[src/rtl/bsr_pkg.sv]
package bsr_pkg;

    localparam int MAX_PINS = 64;

    typedef enum logic [1:0] {
        PK_NONE  = 2'd0,
        PK_IN    = 2'd1,
        PK_OUT   = 2'd2,
        PK_BIDIR = 2'd3
    } pin_kind_e;

    typedef logic [2*MAX_PINS-1:0] kind_map_t;
    typedef logic [MAX_PINS-1:0]   pin_mask_t;

    function automatic pin_kind_e kind_at(kind_map_t map, int idx);
        return pin_kind_e'(map[2*idx +: 2]);
    endfunction

    function automatic int cell_bits(pin_kind_e kind);
        case (kind)
            PK_IN:    return 1;
            PK_OUT:   return 2;
            PK_BIDIR: return 3;
            default:  return 0;
        endcase
    endfunction

    // bit position of the first cell bit of pin idx (pin 0 nearest TDO)
    function automatic int cell_offset(kind_map_t map, int idx);
        int acc;
        acc = 0;
        for (int i = 0; i < MAX_PINS; i++) begin
            if (i < idx) acc += cell_bits(kind_at(map, i));
        end
        return acc;
    endfunction

    function automatic int chain_length(kind_map_t map, int pins);
        return cell_offset(map, pins);
    endfunction

    function automatic pin_mask_t kind_mask(kind_map_t map, int pins, pin_kind_e kind);
        pin_mask_t m;
        m = '0;
        for (int i = 0; i < MAX_PINS; i++) begin
            if (i < pins && kind_at(map, i) == kind) m[i] = 1'b1;
        end
        return m;
    endfunction

    function automatic pin_kind_e default_kind(int idx);
        case (idx)
            0, 8, 9, 11, 12, 13, 14, 15, 16, 17, 18, 20, 26, 27: return PK_BIDIR;
            1, 2, 5, 6, 21, 22, 23:                             return PK_OUT;
            28:                                                 return PK_NONE;
            default:                                            return PK_IN;
        endcase
    endfunction

    localparam int DEFAULT_PINS = 33;

    function automatic kind_map_t build_default_map();
        kind_map_t m;
        m = '0;
        for (int i = 0; i < DEFAULT_PINS; i++) m[2*i +: 2] = default_kind(i);
        return m;
    endfunction

    localparam kind_map_t DEFAULT_MAP = build_default_map();

endpackage

[src/rtl/bsr_capture_map.sv]
module bsr_capture_map #(
    parameter int                 NUM_PINS = bsr_pkg::DEFAULT_PINS,
    parameter bsr_pkg::kind_map_t KIND_MAP = bsr_pkg::DEFAULT_MAP,
    parameter int                 LEN      = bsr_pkg::chain_length(KIND_MAP, NUM_PINS)
) (
    input  logic [NUM_PINS-1:0] pad_in,
    input  logic [NUM_PINS-1:0] core_out,
    input  logic [NUM_PINS-1:0] core_oe,
    output logic [LEN-1:0]      cap_vec
);

    for (genvar g = 0; g < NUM_PINS; g++) begin : g_pin
        localparam bsr_pkg::pin_kind_e KIND = bsr_pkg::kind_at(KIND_MAP, g);
        localparam int                 OFF  = bsr_pkg::cell_offset(KIND_MAP, g);

        if (KIND == bsr_pkg::PK_IN) begin : g_in
            assign cap_vec[OFF] = pad_in[g];
        end else if (KIND == bsr_pkg::PK_OUT) begin : g_out
            assign cap_vec[OFF]   = core_oe[g];
            assign cap_vec[OFF+1] = core_out[g];
        end else if (KIND == bsr_pkg::PK_BIDIR) begin : g_bidir
            assign cap_vec[OFF]   = core_oe[g];
            assign cap_vec[OFF+1] = core_out[g];
            assign cap_vec[OFF+2] = pad_in[g];
        end
    end

endmodule

[src/rtl/bsr_shift_stage.sv]
module bsr_shift_stage #(
    parameter int LEN = 67
) (
    input  logic           tck,
    input  logic           trst_n,
    input  logic           sel,
    input  logic           capture,
    input  logic           shift,
    input  logic           tdi,
    input  logic [LEN-1:0] cap_vec,
    output logic [LEN-1:0] chain_q,
    output logic           tdo
);

    typedef struct packed {
        logic [LEN-1:0] bits;
    } shift_st_t;

    shift_st_t st_d, st_q;

    always_comb begin
        st_d = st_q;
        if (sel) begin
            if (capture) begin
                st_d.bits = cap_vec;
            end else if (shift) begin
                st_d.bits = {tdi, st_q.bits[LEN-1:1]};
            end
        end
    end

    always_ff @(posedge tck or negedge trst_n) begin
        if (!trst_n) st_q <= '0;
        else         st_q <= st_d;
    end

    assign chain_q = st_q.bits;
    assign tdo     = st_q.bits[0];

endmodule

[src/rtl/bsr_hold_latch.sv]
module bsr_hold_latch #(
    parameter int LEN = 67
) (
    input  logic           tck,
    input  logic           trst_n,
    input  logic           sel,
    input  logic           update,
    input  logic [LEN-1:0] chain_q,
    output logic [LEN-1:0] hold_q
);

    typedef struct packed {
        logic [LEN-1:0] bits;
    } hold_st_t;

    hold_st_t hl_d, hl_q;

    always_comb begin
        hl_d = hl_q;
        if (sel && update) hl_d.bits = chain_q;
    end

    always_ff @(negedge tck or negedge trst_n) begin
        if (!trst_n) hl_q <= '0;
        else         hl_q <= hl_d;
    end

    assign hold_q = hl_q.bits;

endmodule

[src/rtl/bsr_pad_mux.sv]
module bsr_pad_mux #(
    parameter int                 NUM_PINS = bsr_pkg::DEFAULT_PINS,
    parameter bsr_pkg::kind_map_t KIND_MAP = bsr_pkg::DEFAULT_MAP,
    parameter int                 LEN      = bsr_pkg::chain_length(KIND_MAP, NUM_PINS)
) (
    input  logic                extest,
    input  logic [LEN-1:0]      hold_q,
    input  logic [NUM_PINS-1:0] core_out,
    input  logic [NUM_PINS-1:0] core_oe,
    output logic [NUM_PINS-1:0] pad_out,
    output logic [NUM_PINS-1:0] pad_oe
);

    for (genvar g = 0; g < NUM_PINS; g++) begin : g_pin
        localparam bsr_pkg::pin_kind_e KIND = bsr_pkg::kind_at(KIND_MAP, g);
        localparam int                 OFF  = bsr_pkg::cell_offset(KIND_MAP, g);

        if (KIND == bsr_pkg::PK_IN) begin : g_in
            // input pads never drive
            assign pad_out[g] = 1'b0;
            assign pad_oe[g]  = 1'b0;
        end else if (KIND == bsr_pkg::PK_NONE) begin : g_none
            assign pad_out[g] = core_out[g];
            assign pad_oe[g]  = core_oe[g];
        end else begin : g_drv
            always_comb begin
                if (extest) begin
                    pad_oe[g]  = hold_q[OFF];
                    pad_out[g] = hold_q[OFF+1];
                end else begin
                    pad_oe[g]  = core_oe[g];
                    pad_out[g] = core_out[g];
                end
            end
        end
    end

endmodule

[src/rtl/bsr_chain.sv]
module bsr_chain #(
    parameter int                 NUM_PINS = bsr_pkg::DEFAULT_PINS,
    parameter bsr_pkg::kind_map_t KIND_MAP = bsr_pkg::DEFAULT_MAP
) (
    input  logic                tck,
    input  logic                trst_n,
    input  logic                tdi,
    input  logic                capture_dr,
    input  logic                shift_dr,
    input  logic                update_dr,
    input  logic                sel_sample,
    input  logic                sel_extest,
    output logic                tdo,
    input  logic [NUM_PINS-1:0] pad_in,
    input  logic [NUM_PINS-1:0] core_out,
    input  logic [NUM_PINS-1:0] core_oe,
    output logic [NUM_PINS-1:0] pad_out,
    output logic [NUM_PINS-1:0] pad_oe
);

    localparam int CHAIN_LEN = bsr_pkg::chain_length(KIND_MAP, NUM_PINS);

    logic                 chain_sel;
    logic [CHAIN_LEN-1:0] cap_vec;
    logic [CHAIN_LEN-1:0] chain_q;
    logic [CHAIN_LEN-1:0] hold_q;

    assign chain_sel = sel_sample | sel_extest;

    bsr_capture_map #(
        .NUM_PINS (NUM_PINS),
        .KIND_MAP (KIND_MAP),
        .LEN      (CHAIN_LEN)
    ) u_capture (
        .pad_in   (pad_in),
        .core_out (core_out),
        .core_oe  (core_oe),
        .cap_vec  (cap_vec)
    );

    bsr_shift_stage #(
        .LEN (CHAIN_LEN)
    ) u_shift (
        .tck     (tck),
        .trst_n  (trst_n),
        .sel     (chain_sel),
        .capture (capture_dr),
        .shift   (shift_dr),
        .tdi     (tdi),
        .cap_vec (cap_vec),
        .chain_q (chain_q),
        .tdo     (tdo)
    );

    bsr_hold_latch #(
        .LEN (CHAIN_LEN)
    ) u_hold (
        .tck     (tck),
        .trst_n  (trst_n),
        .sel     (chain_sel),
        .update  (update_dr),
        .chain_q (chain_q),
        .hold_q  (hold_q)
    );

    bsr_pad_mux #(
        .NUM_PINS (NUM_PINS),
        .KIND_MAP (KIND_MAP),
        .LEN      (CHAIN_LEN)
    ) u_pads (
        .extest   (sel_extest),
        .hold_q   (hold_q),
        .core_out (core_out),
        .core_oe  (core_oe),
        .pad_out  (pad_out),
        .pad_oe   (pad_oe)
    );

endmodule

[config.mk]
export PLATFORM = sky130hd
export DESIGN_NAME = bsr_chain
export DESIGN_NICKNAME = d
export VERILOG_FILES = /design/src/rtl/bsr_pkg.sv /design/src/rtl/bsr_capture_map.sv /design/src/rtl/bsr_shift_stage.sv /design/src/rtl/bsr_hold_latch.sv /design/src/rtl/bsr_pad_mux.sv /design/src/rtl/bsr_chain.sv
export SDC_FILE = /design/constraint.sdc
export NUM_CORES = 1
export LEC_CHECK = 0
export BUFFER_PORTS_ARGS = -buffer_cell sky130_fd_sc_hd__buf_4
export CAP_MARGIN = 10
export CORE_UTILIZATION = 53
export CTS_BUF_LIST = sky130_fd_sc_hd__clkbuf_4 sky130_fd_sc_hd__clkbuf_8
export DETAILED_ROUTE_END_ITERATION = 6
export GPL_TIMING_DRIVEN = 0
export MAX_ROUTING_LAYER = met4
export PLACE_DENSITY = 0.88
export SYNTH_ARGS = -nofsm -noshare
export SYNTH_HDL_FRONTEND = slang
export SYNTH_SLANG_ARGS = --single-unit
export TNS_END_PERCENT = 10
[constraint.sdc]
create_clock -name tck -period 1.5 [get_ports tck]
set_clock_uncertainty 0.15 [all_clocks]
set_input_delay 0.15 -clock tck [delete_from_list [all_inputs] [get_ports tck]]
set_output_delay 0.15 -clock tck [all_outputs]
set_load 0.01 [all_outputs]
# [Word-level counts from Yosys, hierarchy flattened]
# Index checks and enable logic that the tools add are counted.
[totals] regBits=129 input_bits=107 output_inout_bits=67 elab_cells=50
[classes] n_mux=44 n_bitwise=1 n_reduce_logical=3
[op_table] op="$mux 67" n=2
[op_table] op="$mux 1" n=42
[op_table] op="$reduce_and 2->1" n=1
[op_table] op="$reduce_bool 2->1" n=1
[op_table] op="$logic_and 1x1->1" n=1
[op_table] op="$or 1x1->1" n=1

# [Depth between registers and ports, before layout]
# Gate-level depths: netlist (run 1).
[logic_depth] ltp_word=2 depth_mapped=5 mapped_depth_nobuf=2

# [Cells and area by module]
# Synthesis (run 1) repeated with hierarchy kept, for this count alone.
[hier_totals] cells_unflattened=594 area_unflattened_um2=7214.4
[modules_own_cells] mod="bsr_shift_stage" n_inst=1 cells_each=312 area_each_um2=3199.3 seq_area_each_um2=1676.6
[modules_own_cells] mod="bsr_hold_latch" n_inst=1 cells_each=142 area_each_um2=2607.5 seq_area_each_um2=1676.6
[modules_own_cells] mod="bsr_pad_mux" n_inst=1 cells_each=72 area_each_um2=898.4 seq_area_each_um2=0.0
[modules_own_cells] mod="bsr_capture_map" n_inst=1 cells_each=67 area_each_um2=503.0 seq_area_each_um2=0.0
[modules_own_cells] mod="bsr_chain" n_inst=1 cells_each=1 area_each_um2=6.3 seq_area_each_um2=0.0

==> impl_metrics.py, run 1 <==
metrics = {
    "setup_path": {
        "path_class": "register to output pin",
        "worst_path_max_delay_cell": "dfrtn_1",
        "endpoint_kind": "output pin",
        "crit_fanout": 2,
        "arrival_ps": 1880,
        "r2r-start": "u_shift.chain_q[58]",
        "critPathLaunch": "u_hold.hold_q[17]",
        "cp_data_required_time_ps": 1200,
        "reg2reg_depth": 1,
        "regToRegEndpoint": "u_hold.hold_q[58]",
        "endpoint": "pad_oe[9]",
        "worstSetupStartpointType": "register",
        "rrSetupSlack_ps": -270,
        "slowest_delay_ps": 370,
        "worstPathCellList": "mux2_4 -> buf_6",
    },
    "floorplanning": {
        "rows": 37,
        "ios": 174,
        "dieArea_um2": 11110,
        "die_y_um": 105.4,
        "coreArea_um2": 10320,
        "die_x_um": 105.4,
        "start_util_pct": 54.89,
    },
    "final_layout": {
        "layout.nets": 699,
        "register_area_um2": 2728,
        "final_common_cell": "mux2_2",
        "n_antenna_cell": 0,
        "drive_gt1_share_pct": 68.29,
        "fillers": 624,
        "syn2layout_area_growth_pct": 41.71,
        "multi_input_area_um2": 2874,
        "mostFrequentLayoutCells": "mux2_2, buf_4, mux2_4",
    },
    "clock_tree": {
        "clock_latency_ps": 370,
        "cts-buffers-inserted": 9,
        "htree_num_levels": 3,
        "clk_pin_slew_ps": 100,
        "cts_tree": "yes",
        "cts_root_buffer": "clkbuf_8",
        "cts.sinks": 109,
        "ctsHoldBuffers": 57,
        "cts_buffer_depth": 2,
    },
    "route": {
        "drt-vias-per-instance": 5.068,
        "avgRoutedWirePerCell_um": 17.61,
        "dr.pass1.iters": 4,
        "vias": 3710,
        "ant_nets": 0,
        "drcViolationCount": 0,
        "detail_route.iter0.violations": 104,
        "drt_wl_total_um": 12890,
    },
    "placement": {
        "place_hpwl_um": 7990,
        "io_buffers": 117,
        "place_congestion": 0.7376,
    },
    "sta": {
        "finalHoldViolCount": 26,
        "slew_viol_final": 0,
        "finalSetupViolations": 84,
        "worst-slew-pin-transition_ps": 593.6,
        "slew_headroom_pct": 60.43,
        "setup_ws_ps": -677.3,
        "rsz0062_at_grt": "yes",
        "whs_ps": -373.5,
    },
    "synthesis": {
        "syn_avg_cell_area_um2": 14.99,
        "synth_warnings": 0,
        "synthCells": 378,
        "ys_seq_area_share_pct": 48.13,
        "ys_seq_elements": 109,
        "ys_types": 10,
        "syn-cell-area_um2": 5667,
    },
    "global_routing": {
        "grt-ovfl-total": 0,
        "grt_pass1_vias": 4112,
        "grt_max_degree": 67,
        "antenna_found_initial": 0,
        "grt_pass1_wl_um": 21130,
        "grt_use_total_pct": 25.18,
    },
    "power_and_ir_drop": {
        "leakage_nw": 3.836,
        "powerDensity_nw_per_um2": 1142,
        "p_total_mw": 9.168,
        "peakVddDrop_v": 0.0007134,
    },
    "outcome": {
        "status": "complete, but fails checks",
        "violations": "hold timing, setup timing",
    },
    "run": {
        "maxCapViolCount": 0,
    },
    "worst_hold_path": {
        "min_path_type": "input pin to async pin",
    },
}
==> per-layer routing <==
metal	vias to the layer above	share of wire [%]	wire length, µm	global-route usage [%]
met3	17	4.8	623	4.205
met5	-	0	0	-
met4	0	1.5	191	8.350
met2	104	51	6531	42.76
li1	1728	-	-	-
met1	1861	43	5544	30.60
==> critical path: cells and delay by family, from the launching register on <==
kind                   cells  cell delay (ps)
buffers and inverters      1              120
DFF                        1              370
muxes                      1              290
==> flip-flops by register name (all words and copies together) (netlist names) <==
| register | count |
|---|---|
| u_shift.chain_q | 67 |
| u_hold.hold_q | 42 |
==> how the worst min path moves through the flow <==
stage	end	slack [ps]	from	cells past startpoint
6_report	u_shift.chain_q[37]	-370	trst_n	1
5_1_grt	u_shift.chain_q[41]	-330	trst_n	1
4_1_cts	u_shift.chain_q[38]	-360	trst_n	1
3_5_place_dp	u_shift.chain_q[40]	50	trst_n	1
3_3_place_gp	u_hold.hold_q[50]	290	u_hold.hold_q[50]	1
2_1_floorplan	u_shift.chain_q[0]	-300	trst_n	0
==> stage by stage <==
| step | util [%] | cells | setup TNS, ps | worst slack (ps) | cell area (µm²) |
|---|---|---|---|---|---|
| after floorplan | - | 399 | -29000 | -553.9 | 5829 |
| after global placement | 66.62 | 652 | -69820 | -702.4 | 6878 |
| after detailed placement | 66.89 | 653 | -47440 | -711.4 | 6905 |
| after CTS | 77.68 | 731 | -40380 | -667.4 | 8019 |
| after global routing | 77.78 | 732 | -42270 | -698.8 | 8030 |
| final | 77.78 | 732 | -39830 | -677.3 | 8030 |
==> final cells by class <==
cell class,instances,share of cell area [%]
flip-flops and latches,109,33.97
repair buffers,182,21.00
clock buffers,12,1.823
multi-input cells,242,35.79
clock inverters,3,0.4986
well taps,136,2.119
plain buffers,48,4.799
==> Yosys cell counts <==
library cell	number	area [µm²]
o21ai_2	1	8.760
o22a_1	1	8.760
buf_2	16	80.08
conb_1	1	3.750
dfrtn_1	42	1051
buf_6	8	90.09
mux2_2	188	2117
mux2_4	30	450.4
buf_4	24	180.2
dfrtp_1	67	1677
==> timing repair <==
| item | 4_1_cts | 5_1_grt |
|---|---|---|
| setup buffers | 6 | 1 |
| endpoints found under the setup margin | 84 | 84 |
| pin swaps | 1 | 0 |
| resized for setup | 83 | 1 |
| hold endpoints to repair | 82 | 26 |
==> power breakdown <==
group	switching [mW]	internal (mW)
clock network	0.962	0.817
logic	1.01	2.15
registers	0.498	3.74
total	2.47	6.70
==> cells by family (layout without fill, tap and decap cells) <==
family / after synthesis / after routing / share of synthesized area [%]
multiplexers: 218 / 218 / 45.31
flip-flops: 109 / 109 / 48.13
buffers and inverters: 48 / 245 / 6.182
AO/OA/AOI/OAI: 2 / 2 / 0.3092
other: 1 / 22 / 0.06618
Power figures use the tool's default switching activity.
==> run 2, diff against run 1 <==
--- a/config.mk
+++ b/config.mk
@@ -10,7 +10,6 @@
 export CORE_UTILIZATION = 53
 export CTS_BUF_LIST = sky130_fd_sc_hd__clkbuf_4 sky130_fd_sc_hd__clkbuf_8
 export DETAILED_ROUTE_END_ITERATION = 6
-export GPL_TIMING_DRIVEN = 0
 export MAX_ROUTING_LAYER = met4
 export PLACE_DENSITY = 0.88
 export SYNTH_ARGS = -nofsm -noshare
==> run 2 against run 1 <==
Effect of this change:
- the flow still finishes with violations (hold timing, setup timing)
- hold slack gained 370 ps
- cell count fell by 1.4%
- final area shrank 0.86%
- utilization down 0.67 points
- sequential cell count stayed put
- register-to-register slack improved by 20 ps
- first-iteration DRC count is 6.7% lower
==> impl_metrics.py, run 2 (synthesis results as in run 1) <==
metrics = {
    "outcome": {
        "status": "complete, but fails checks",
        "violations": "hold timing, setup timing",
    },
    "worst_hold_path": {
        "hold_path_startpoint": "pad_in[17]",
        "min_path_type": "input pin to register",
    },
    "route": {
        "avgRoutedWirePerCell_um": 17.90,
        "detail_route.iter0.violations": 97,
        "met3RoutedLength_um": 443,
        "met1_length_um": 5912,
        "dr.pass1.iters": 4,
        "ant_nets": 0,
        "drt_wl_total_um": 12930,
        "wl_met2_um": 6472,
        "vias": 3708,
        "drcViolationCount": 0,
        "drt-vias-per-instance": 5.136,
        "highest_layer": "met4",
    },
    "final_layout": {
        "mostFrequentLayoutCells": "mux2_2, buf_4, mux2_4",
        "syn2layout_area_growth_pct": 40.49,
        "layout.nets": 688,
        "final_common_cell": "mux2_2",
        "n_antenna_cell": 0,
        "largest_reg_flops": 67,
        "drive_gt1_share_pct": 71.67,
    },
    "sta": {
        "worst-slew-pin-transition_ps": 563.3,
        "finalHoldViolCount": 1,
        "setup_tns_ps": -37300,
        "setup_ws_ps": -667.8,
        "finalSetupViolations": 84,
        "slew_headroom_pct": 62.44,
        "whs_ps": -0.6652,
        "rsz0062_at_grt": "yes",
        "slew_viol_final": 0,
    },
    "clock_tree": {
        "cts_tree": "yes",
        "cts_buffer_depth": 2,
        "cts.sinks": 109,
        "htree_num_levels": 3,
        "clock_latency_ps": 370,
        "cts-buffers-inserted": 9,
        "clk_pin_slew_ps": 110,
        "cts_root_buffer": "clkbuf_8",
    },
    "placement": {
        "place_congestion": 0.7850,
        "io_buffers": 117,
        "place_hpwl_um": 8255,
    },
    "floorplanning": {
        "start_util_pct": 54.89,
        "coreArea_um2": 10320,
        "dieArea_um2": 11110,
        "die_y_um": 105.4,
        "ios": 174,
        "rows": 37,
        "die_x_um": 105.4,
    },
    "power_and_ir_drop": {
        "intPower_mw": 6.835,
        "p_total_mw": 9.452,
        "net-switching-power_mw": 2.617,
        "comb_power_share_pct": 37.1,
        "p_clk_share_pct": 18.5,
        "switching_share_pct": 27.69,
        "sequentialPowerShare_pct": 44.4,
        "powerDensity_nw_per_um2": 1187,
        "leakage_nw": 3.785,
        "peakVddDrop_v": 0.0007307,
    },
    "global_routing": {
        "grt_max_degree": 44,
        "antenna_found_initial": 0,
        "grt_pass1_wl_um": 20880,
        "grt_use_total_pct": 24.93,
        "grt_pass1_vias": 4026,
        "grt-ovfl-total": 0,
    },
    "setup_path": {
        "crit_fanout": 2,
        "worstSetupStartpointType": "register",
        "arrival_ps": 1870,
        "path_class": "register to output pin",
        "critPathLaunch": "u_hold.hold_q[1]",
        "worst_path_max_delay_cell": "dfrtn_1",
        "worstPathCellList": "mux2_4 -> buf_6",
        "rrSetupSlack_ps": -250,
        "cp_data_required_time_ps": 1200,
        "critical-path-top-delay-family": "flip-flops",
        "endpoint_kind": "output pin",
        "r2r-start": "u_shift.chain_q[43]",
        "slowest_delay_ps": 370,
        "timing.critical_path.buf_inv": 1,
    },
    "run": {
        "maxCapViolCount": 0,
    },
}
[run 2: final timing paths]
kind                                            end  depth (start not counted)
max in group asynchronous         u_hold.hold_q[18]                          3
min in group asynchronous       u_shift.chain_q[43]                          3
worst min-delay path            u_shift.chain_q[41]                          3
worst max-delay path                     pad_out[0]                          2
worst min register to register    u_hold.hold_q[54]                          1
worst max register to register    u_hold.hold_q[43]                          1
[run 2: layout make-up]
| class | instances | area [µm²] |
|---|---|---|
| Clock buffer | 11 | 151.4 |
| Clock inverter | 5 | 40.04 |
| Fill cell | 609 | 2362 |
| Multi-Input combinational cell | 242 | 2849 |
| Sequential cell | 109 | 2728 |
| Tap cell | 136 | 170.2 |
| Timing Repair Buffer | 219 | 2023 |
[run 2: per-layer routing]
metal | track usage [%] | vias up
li1 | - | 1719
met1 | 33.01 | 1880
met2 | 41.26 | 100
met3 | 3.711 | 9
met4 | 4.628 | 0
met5 | - | -
[run 2: repair_timing]
item / 4_1_cts / 5_1_grt
gates cloned: 0 / 0
setup buffers: 5 / 3
gates resized for setup: 58 / 16
endpoints found under the setup margin: 145 / 84
hold buffers: 31 / 4
hold endpoints to repair: 96 / 4
pin swaps: 1 / 0
[run 2: worst min-delay path, delay by kind of cell]
kind / cells / cell delay, ps
buffers and inverters: 1 / 80
multiplexers: 2 / 260
[run 2: through the flow]
| step | area [µm²] | worst slack, ps | instances | util (%) |
|---|---|---|---|---|
| floorplan | 5829 | -553.9 | 399 | - |
| global placement | 7082 | -643.3 | 663 | 68.60 |
| detailed placement | 7082 | -657.7 | 663 | 68.60 |
| CTS | 7839 | -676.3 | 715 | 75.93 |
| global route | 7961 | -706.9 | 722 | 77.12 |
| finish | 7961 | -667.8 | 722 | 77.12 |
[run 2: power groups by stage]
stage	combinational (mW)	clock [mW]	sequential, mW
floorplan	1.80	0	4.07
global placement	2.89	0	4.17
detailed placement	3.01	0	4.21
CTS	3.39	1.77	4.18
global route	3.74	1.90	4.29
finish	3.51	1.75	4.20
==> run 3, diff against run 2 <==
--- a/config.mk
+++ b/config.mk
@@ -5,13 +5,14 @@
 export SDC_FILE = /design/constraint.sdc
 export NUM_CORES = 1
 export LEC_CHECK = 0
+export ABC_AREA = 1
 export BUFFER_PORTS_ARGS = -buffer_cell sky130_fd_sc_hd__buf_4
 export CAP_MARGIN = 10
-export CORE_UTILIZATION = 53
+export CORE_UTILIZATION = 54
 export CTS_BUF_LIST = sky130_fd_sc_hd__clkbuf_4 sky130_fd_sc_hd__clkbuf_8
 export DETAILED_ROUTE_END_ITERATION = 6
 export MAX_ROUTING_LAYER = met4
-export PLACE_DENSITY = 0.88
+export PLACE_DENSITY = 0.93
 export SYNTH_ARGS = -nofsm -noshare
 export SYNTH_HDL_FRONTEND = slang
 export SYNTH_SLANG_ARGS = --single-unit
==> run 3 against run 2 <==
Effect of this change:
- the flow finishes with violations (DRC, setup timing)
- synthesized cell count up 120%
- non-clock buffer count up 36
- first-iteration DRC count rose to 6.1 times the previous value
- combinational power down 34%
- clock power down 4%
- hold slack better by 14 ps
- critical path depth up 1
- sequential power down 12%
- register-to-register slack better by 90 ps
- via count up 70%
- cell count up 67%
- global-route usage up 9.4 points
==> impl_metrics.py, run 3 <==
metrics = {
    "clock_tree": {
        "cts-buffers-inserted": 9,
        "clk_pin_slew_ps": 100,
        "htree_num_levels": 3,
        "cts_root_buffer": "clkbuf_8",
        "cts_tree": "yes",
        "cts.sinks": 109,
        "cts_buffer_depth": 2,
        "clock_latency_ps": 370,
    },
    "setup_path": {
        "crit_fanout": 2,
        "slowest_delay_ps": 430,
        "cp_data_required_time_ps": 1200,
        "path_class": "register to output pin",
        "worstPathCellList": "nand2_1 -> nand2_2 -> buf_6",
        "worstSetupStartpointType": "register",
        "endpoint_kind": "output pin",
        "arrival_ps": 1860,
        "worst_path_max_delay_cell": "dfrtn_1",
        "critical-path-top-delay-family": "flip-flops",
        "timing.critical_path.buf_inv": 1,
    },
    "floorplanning": {
        "coreArea_um2": 10320,
        "rows": 37,
        "die_y_um": 105.3,
        "dieArea_um2": 11090,
        "die_x_um": 105.3,
        "start_util_pct": 55.84,
        "ios": 174,
    },
    "route": {
        "met1_length_um": 6934,
        "drt-vias-per-instance": 5.245,
        "drcViolationCount": 1,
        "ant_nets": 0,
        "highest_layer": "met4",
        "dr.pass1.iters": 7,
        "detail_route.iter0.violations": 588,
        "vias": 6315,
        "avgRoutedWirePerCell_um": 15.33,
        "wl_met2_um": 9292,
        "met3RoutedLength_um": 1345,
        "drt_wl_total_um": 18460,
    },
    "final_layout": {
        "syn2layout_area_growth_pct": 40.72,
        "mostFrequentLayoutCells": "nand2_1, buf_4, dlygate4sd3_1",
        "final_area_um2": 8112,
        "layout.nets": 1169,
        "drive_gt1_share_pct": 21.93,
        "final_common_cell": "nand2_1",
        "largest_reg_flops": 67,
        "utilization_pct": 78.57,
    },
    "synthesis": {
        "synth-simple-area-share_pct": 44.30,
        "synth-async-reset-ratio_pct": 100.0,
        "synth_xor_area_share_pct": 0,
        "synth_top_area_share_pct": 39.92,
        "synthTopCellsByArea": "nand2_1, dfrtp_1, dfrtn_1",
        "synth.most_common_cell": "nand2_1",
        "synthAdderAreaFrac_pct": 0,
        "ys_types": 16,
        "synth_mux_area_share_pct": 0,
        "synthCells": 850,
        "syn-cell-area_um2": 5764,
        "ys_seq_area_share_pct": 47.32,
        "synth-main-ff-cell": "dfrtp_1",
        "syn_avg_cell_area_um2": 6.782,
        "synth_area_leader_cell": "nand2_1",
        "ys_top_cells_by_count": "nand2_1, dfrtp_1, dfrtn_1, nand3_1, buf_4",
        "synth-edff-count": 0,
        "synth_warnings": 0,
        "ys_seq_elements": 109,
        "synth_top_family_by_area": "simple AND/OR/NAND/NOR gates",
        "synth_compound_area_share_pct": 0,
    },
    "power_and_ir_drop": {
        "leakage_nw": 4.725,
        "p_total_mw": 7.702,
        "powerDensity_nw_per_um2": 949.5,
        "peakVddDrop_v": 0.0007085,
    },
    "placement": {
        "placed_cell_area_um2": 7073,
        "place_congestion": 0.7990,
        "post-place-ws_ps": -406.5,
        "place_hpwl_um": 10030,
        "io_buffers": 117,
    },
    "worst_hold_path": {
        "min_path_type": "input pin to register",
    },
    "outcome": {
        "violations": "DRC, setup timing",
        "status": "complete, but fails checks",
    },
    "global_routing": {
        "grt_pass1_wl_um": 29080,
        "grt-ovfl-total": 0,
        "grt_use_total_pct": 34.35,
        "grt_pass1_vias": 6217,
        "grt_max_degree": 68,
        "antenna_found_initial": 1,
    },
    "sta": {
        "finalSetupViolations": 84,
        "setup_ws_ps": -660.4,
        "finalHoldViolCount": 0,
        "rsz0062_at_grt": "yes",
        "setup_tns_ps": -28970,
        "slew_viol_final": 0,
    },
    "run": {
        "maxCapViolCount": 0,
    },
}
## run 3: cell count changes in the layout (fill, tap and decap cells not counted), moves of 11 or more
cell,before,now
nand2_2,0,11
dlygate4sd3_1,35,68
nand2_1,0,602
buf_4,133,169
buf_6,39,7
mux2_4,74,0
nand3_1,0,28
nand3_2,0,14
mux2_2,144,0
## run 3: through the flow
step                      hold slack (ps)  instances
after detailed placement            43.34       1112
after global placement              46.24       1112
after floorplan                    -295.6        871
after CTS                           11.79       1198
final                               13.24       1204
after global routing                10.13       1204
## run 3: logic make-up after synthesis
kind of cell           Yosys count
and+or+nand+nor                661
DFF                            109
other                            1
buffers and inverters           79
## run 3: what timing repair did
item / 4_1_cts / 5_1_grt
gates cloned: 0 / 0
setup buffers: 2 / 5
pin swaps: 126 / 13
endpoints found under the hold margin: 133 / 0
setup endpoints to repair: 84 / 84
hold buffers: 68 / 0
gates resized for setup: 7 / 25
## run 3: cell type report
class | instances | area [µm²]
diodes | 1 | 2.502
fillers | 627 | 2212
inverters | 4 | 22.52
well taps | 136 | 170.2
multi-input cells | 683 | 2761
flip-flops and latches | 109 | 2728
clock buffers | 10 | 131.4
clock inverters | 6 | 47.55
repair buffers | 255 | 2248
## run 3: power breakdown
group          switching [mW]  internal, mW  leakage (nW)
Sequential              0.288          3.41          1.38
Clock                    1.04         0.640        0.0907
Combinational            1.22          1.10          3.25
Total                    2.55          5.15          4.72
## run 3: worst register-to-register path: stages, from the launching register on
cell and delay [ps]:
dfrtp_1 440, nand3_2 90, nand2_1 60
## run 3: path summary, 6_finish.rpt
check	end	slack (ps)	startpoint	depth (start not counted)
min in group asynchronous	u_shift.chain_q[1]	200	trst_n	3
max in group asynchronous	u_hold.hold_q[33]	80	trst_n	3
worst max register to register	u_hold.hold_q[47]	-160	u_shift.chain_q[47]	2
worst min register to register	u_hold.hold_q[1]	280	u_hold.hold_q[1]	2
worst min-delay path	u_shift.chain_q[64]	10	pad_in[30]	5
worst max-delay path	pad_oe[8]	-660	u_hold.hold_q[14]	3
## run 3: routing by layer
metal	vias to the layer above	track usage, %
li1	2935	-
met4	0	18.91
met5	-	-
met3	87	3.772
met2	397	57.24
met1	2896	40.94
